$ cat config.mk
export PLATFORM = sky130hd
export DESIGN_NAME = dsp_ctl_reg
export DESIGN_NICKNAME = d
export VERILOG_FILES = /design/src/rtl/dsp_ctl_pkg.sv /design/src/rtl/dsp_irq_slot.sv /design/src/rtl/dsp_ctl_core.sv /design/src/rtl/dsp_ctl_readback.sv /design/src/rtl/dsp_ctl_reg.sv
export SDC_FILE = /design/constraint.sdc
export NUM_CORES = 1
export LEC_CHECK = 0
export BUFFER_PORTS_ARGS = -buffer_cell sky130_fd_sc_hd__buf_2
export CAP_MARGIN = 20
export CORE_MARGIN = 4
export CORE_UTILIZATION = 40
export CTS_BUF_LIST = sky130_fd_sc_hd__clkbuf_4 sky130_fd_sc_hd__clkbuf_8
export DETAILED_ROUTE_END_ITERATION = 12
export PLACE_DENSITY = 0.83
export SYNTH_ARGS = -nofsm -noshare
export SYNTH_HDL_FRONTEND = slang
export SYNTH_HIERARCHICAL = 1
export SYNTH_SLANG_ARGS = --single-unit
$ cat constraint.sdc
create_clock -name clk -period 1.3 [get_ports clk]
set_input_delay 0.26 -clock clk [delete_from_list [all_inputs] [get_ports clk]]
set_output_delay 0.26 -clock clk [all_outputs]
set_load 0.02 [all_outputs]
$ cat src/rtl/dsp_ctl_pkg.sv
package dsp_ctl_pkg;
  localparam int WORD_W   = 16;
  localparam int NUM_SRC  = 3;
  localparam int B_RSTREQ = 0;
  localparam int B_ASSERT = 1;
  localparam int B_HALT   = 2;
  localparam int B_BUSY   = 9;
  localparam int B_SPARE  = 10;
  localparam int B_INIT   = 11;
  localparam int PAD_LO   = 12;
  localparam logic [WORD_W-1:0] RESET_WORD = WORD_W'(1) << B_HALT;

  function automatic int flag_pos(input int src);
    return 3 + 2 * src;
  endfunction

  function automatic int mask_pos(input int src);
    return 4 + 2 * src;
  endfunction

  function automatic logic any_enabled(input logic [NUM_SRC-1:0] flags,
                                       input logic [NUM_SRC-1:0] masks);
    return |(flags & masks);
  endfunction
endpackage

$ cat src/rtl/dsp_irq_slot.sv
module dsp_irq_slot (
  input  logic clk,
  input  logic rst_n,
  input  logic set_i,
  input  logic clr_i,
  input  logic wr_en,
  input  logic mask_wr_val,
  output logic flag_o,
  output logic mask_o
);
  always_ff @(posedge clk or negedge rst_n) begin
    if (!rst_n) begin
      flag_o <= 1'b0;
      mask_o <= 1'b0;
    end else begin
      if (set_i)      flag_o <= 1'b1;
      else if (clr_i) flag_o <= 1'b0;
      if (wr_en)      mask_o <= mask_wr_val;
    end
  end
endmodule

$ cat src/rtl/dsp_ctl_core.sv
module dsp_ctl_core (
  input  logic clk,
  input  logic rst_n,
  input  logic wr_en,
  input  logic wr_rst,
  input  logic wr_assert,
  input  logic wr_halt,
  input  logic wr_spare,
  input  logic wr_init,
  input  logic reset_ack,
  output logic rst_req_q,
  output logic assert_q,
  output logic halt_q,
  output logic spare_q,
  output logic init_q
);
  logic rst_set;
  assign rst_set = wr_en & wr_rst;

  always_ff @(posedge clk or negedge rst_n) begin
    if (!rst_n) begin
      rst_req_q <= 1'b0;
      assert_q  <= 1'b0;
      halt_q    <= 1'b1;
      spare_q   <= 1'b0;
      init_q    <= 1'b0;
    end else begin
      if (rst_set)        rst_req_q <= 1'b1;
      else if (reset_ack) rst_req_q <= 1'b0;
      if (wr_en) begin
        assert_q <= wr_assert;
        halt_q   <= wr_halt;
        spare_q  <= wr_spare;
        init_q   <= wr_init;
      end
    end
  end
endmodule

$ cat src/rtl/dsp_ctl_readback.sv
module dsp_ctl_readback
  import dsp_ctl_pkg::*;
(
  input  logic               rst_req_q,
  input  logic               assert_q,
  input  logic               halt_q,
  input  logic               spare_q,
  input  logic               init_q,
  input  logic [NUM_SRC-1:0] flags,
  input  logic [NUM_SRC-1:0] masks,
  output logic [WORD_W-1:0]  word_o
);
  always_comb begin
    word_o           = '0;
    word_o[B_RSTREQ] = rst_req_q;
    word_o[B_ASSERT] = assert_q;
    word_o[B_HALT]   = halt_q;
    for (int s = 0; s < NUM_SRC; s++) begin
      word_o[flag_pos(s)] = flags[s];
      word_o[mask_pos(s)] = masks[s];
    end
    word_o[B_BUSY]   = 1'b0;
    word_o[B_SPARE]  = spare_q;
    word_o[B_INIT]   = init_q;
  end
endmodule

$ cat src/rtl/dsp_ctl_reg.sv
module dsp_ctl_reg
  import dsp_ctl_pkg::*;
(
  input  logic              clk,
  input  logic              rst_n,
  input  logic              wr_en,
  input  logic [WORD_W-1:0] wr_data,
  output logic [WORD_W-1:0] rd_data,
  input  logic [NUM_SRC-1:0] set_pulse,
  input  logic              reset_ack,
  output logic              irq_out,
  output logic              dsp_reset_req,
  output logic              dsp_irq_assert,
  output logic              dsp_halt
);
  logic [NUM_SRC-1:0] flags, masks, clr_hit, collide;
  logic rst_req_q, assert_q, halt_q, spare_q, init_q;
  logic unused_wr_bits;

  assign unused_wr_bits = ^{wr_data[WORD_W-1:PAD_LO], wr_data[B_BUSY]};

  for (genvar g = 0; g < NUM_SRC; g++) begin : g_src
    localparam int FP = flag_pos(g);
    localparam int MP = mask_pos(g);
    assign clr_hit[g] = wr_en & wr_data[FP];
    assign collide[g] = clr_hit[g] & set_pulse[g];
    dsp_irq_slot u_slot (
      .clk        (clk),
      .rst_n      (rst_n),
      .set_i      (set_pulse[g]),
      .clr_i      (clr_hit[g]),
      .wr_en      (wr_en),
      .mask_wr_val(wr_data[MP]),
      .flag_o     (flags[g]),
      .mask_o     (masks[g])
    );
  end

  dsp_ctl_core u_core (
    .clk      (clk),
    .rst_n    (rst_n),
    .wr_en    (wr_en),
    .wr_rst   (wr_data[B_RSTREQ]),
    .wr_assert(wr_data[B_ASSERT]),
    .wr_halt  (wr_data[B_HALT]),
    .wr_spare (wr_data[B_SPARE]),
    .wr_init  (wr_data[B_INIT]),
    .reset_ack(reset_ack),
    .rst_req_q(rst_req_q),
    .assert_q (assert_q),
    .halt_q   (halt_q),
    .spare_q  (spare_q),
    .init_q   (init_q)
  );

  dsp_ctl_readback u_rb (
    .rst_req_q(rst_req_q),
    .assert_q (assert_q),
    .halt_q   (halt_q),
    .spare_q  (spare_q),
    .init_q   (init_q),
    .flags    (flags),
    .masks    (masks),
    .word_o   (rd_data)
  );

  assign irq_out        = any_enabled(flags, masks);
  assign dsp_reset_req  = rst_req_q;
  assign dsp_irq_assert = assert_q;
  assign dsp_halt       = halt_q;
endmodule

==> impl_metrics.csv <==
group,metric,value,unit
global_route,antenna_found_initial,0,
clock_tree,cts_tree,"yes",
timing,period_needed,1.473,ns
drt,drt-total-wl,1145,um
floorplanning,core,1318,um2
cells_and_area,final_common_cell,"buf_2",
cells_and_area,antenna_cells,0,
clock_tree,cts.sinks,11,
floorplanning,initial_core_util,43.21,%
cells_and_area,multi_input_area,168.9,um2
cells_and_area,final_area,704.4,um2
drt,route.vias.total,398,
floorplanning,num_rows,13,
cells_and_area,syn_to_final_growth,23.74,%
yosys,yosysUniqueCellTypes,12,
drt,detail-route-antenna-nets,0,
run_status,violations,"negative setup slack",
timing,setup_viol,1,
setup_path,rr_endpoint,"g_src[0].u_slot/mask_o",
timing,holdWs,0.1765,ns
placed_design,gp_congestion,0.5332,
setup_path,crit_type,"register to output pin",
setup_path,startpoint_type,"register",
global_route,grt_pass1_vias,403,
yosys,ys_seq_area_share,48.57,%
cells_and_area,regArea,276.5,um2
yosys,syn_inst,49,
cells_and_area,finish.utilization,53.47,%
yosys,ys_warn_count,6,
setup_path,crit_path_end,"irq_out",
clock_tree,clockBufferDepth,2,
floorplanning,die_area,2091,um2
setup_path,r2r_cells,2,
timing,max_freq,0.6790,GHz
timing,fin_crit_sh,113.3,%
job,cap_violations,0,
global_route,grtUsageTotal,11.23,%
timing,finalHoldViolCount,0,
timing,final_max_slew_viol_count,0,
cells_and_area,nNetsFinal,100,
drt,drt_iter0_markers,2,
placed_design,dpl-instance-area,643.1,um2
placed_design,dp.cells,84,
cells_and_area,fillCellCount,123,
global_route,grt_max_degree,12,
yosys,synth_area_leaders,"dfrtp_1 (44%), buf_4 (21%), mux2_2 (7.9%), mux2_4 (7.9%), dfstp_2 (4.6%)",
cells_and_area,mostFrequentLayoutCells,"buf_2 (31), dfrtp_1 (10), inv_1 (5), conb_1 (5)",
yosys,ys_ff_latch,11,
clock_tree,cts.clk_slew.worst_paths,0.07,ns
setup_path,reg2reg_from,"g_src[0].u_slot/mask_o",
drt,post_drt_wl_per_cell,12.58,um
clock_tree,worstSkewPairLatency,0.26,ns
yosys,postSynthAreaPerCell,11.62,um2
pwr,peakVddDrop,551.8,uV
drt,dr.pass1.iters,4,
yosys,synth_area,569.3,um2
pwr,power,0.0008562,W
clock_tree,cts_made_buffers,3,
min_path,hold_path.class,"primary input to register",
placed_design,port-buffer-count,32,
timing,clock_skew,0,ns
placed_design,dp_hpwl,846.5,um
min_path,min_from,"reset_ack",
run_status,status,"finished with violations",
pwr,power.density,1215,nW/um2
yosys,synth_top_area_share,43.96,%
setup_path,critPathArrivalTime,1.21,ns
timing,setup_ws,-0.1727,ns
setup_path,reg2reg_slack,0.41,ns
drt,via_per_inst,4.374,
timing,rsz0062_at_grt,"true",
global_route,grt_first_pass_wirelength,1600,um
floorplanning,die-width,45.73,um
yosys,synth_top_cell_by_area,"dfrtp_1",
drt,drc,0,
setup_path,critPathLaunch,"g_src[0].u_slot/flag_o",
setup_path,cp_max_fo,2,
clock_tree,cts-htree-levels,1,
setup_path,worstPathRequired,1.04,ns
pwr,leakage,0.3783,nW
floorplanning,pin_count,43,
global_route,grt_overflow,0,
cells_and_area,layout-drive-gt1-share,60.53,%
clock_tree,cts_root_buf,"clkbuf_4",
floorplanning,die-height,45.73,um
setup_path,worstSetupEndpointType,"output pin",
cells_and_area,final_cells,91,
[Yosys cell counts (all sizes together)]
cell type   n
a21o        3
a222oi      1
and2        3
buf        16
conb        1
dfrtp      10
dfstp       1
inv         5
mux2        7
nand2       1
o21ai       1
[routing by layer]
layer | share of wire (%) | up-vias | GRT usage (%)
met2 | 54 | 17 | 19.50
met3 | 7.5 | 0 | 1.186
li1 | - | 192 | -
met4 | 0 | 0 | 10.23
met5 | 0 | - | 0
met1 | 38 | 189 | 11.58
[power by group]
group / switching [W] / total (W) / internal (W) / leakage, nW
logic: 0.000120 / 0.000216 / 0.0000953 / 0.237
clock network: 0.000106 / 0.000246 / 0.000139 / 0.0184
registers: 0.0000196 / 0.000395 / 0.000375 / 0.123
total: 0.000246 / 0.000856 / 0.000610 / 0.378
[worst min-delay path by stage]
stage,to,slack (ns),depth (start not counted)
6_report,u_core/rst_req_q,0.18,2
5_1_grt,g_src[2].u_slot/flag_o,0.17,2
4_1_cts,g_src[2].u_slot/flag_o,0.17,2
3_5_place_dp,g_src[1].u_slot/mask_o,0.14,1
3_3_place_gp,g_src[0].u_slot/flag_o,0.14,1
2_1_floorplan,g_src[0].u_slot/flag_o,-0.04,0
[kinds of logic after synthesis]
kind of cell | count (synthesis) | share of synthesized area, %
AOI/OAI and AO/OA | 5 | 6.592
DFF | 11 | 48.57
buffers and inverters | 21 | 24.40
other | 1 | 0.6587
and+or+nand+nor | 4 | 3.956
muxes | 7 | 15.82
[stage by stage]
step	setup slack, ns	TNS [ns]
after floorplan	0.2031	0
after global placement	0.1251	0
after global routing	-0.2519	-0.2519
after CTS	-0.2002	-0.2002
final	-0.1727	-0.1727
after detailed placement	0.1012	0
[registers in the layout (all words and copies together), names as in the netlist]
register             count
u_core/spare_q           1
u_core/init_q            1
u_core/rst_req_q         1
g_src.u_slot/flag_o      3
u_core/halt_q            1
u_core/assert_q          1
g_src.u_slot/mask_o      3
[critical path, stage by stage, from the launching register on]
cell      delay, ns
dfrtp_1        0.38
a222oi_1       0.34
inv_1          0.09
buf_6          0.14
[final cells by class]
cell class	instances	area share, %
flip-flops and latches	11	39.25
multi-input cells	21	23.98
well taps	15	2.664
clock buffers	4	4.263
inverters	5	2.664
repair buffers	35	27.18
[what timing repair did]
item / in CTS / in global routing
hold buffers: 1 / 0
hold endpoints to repair: 10 / 0
pin swaps: 1 / 1
buffers inserted: 1 / 1
setup endpoints to repair: 1 / 1
resized for setup: 0 / 2
Power figures use the tool's default switching activity.
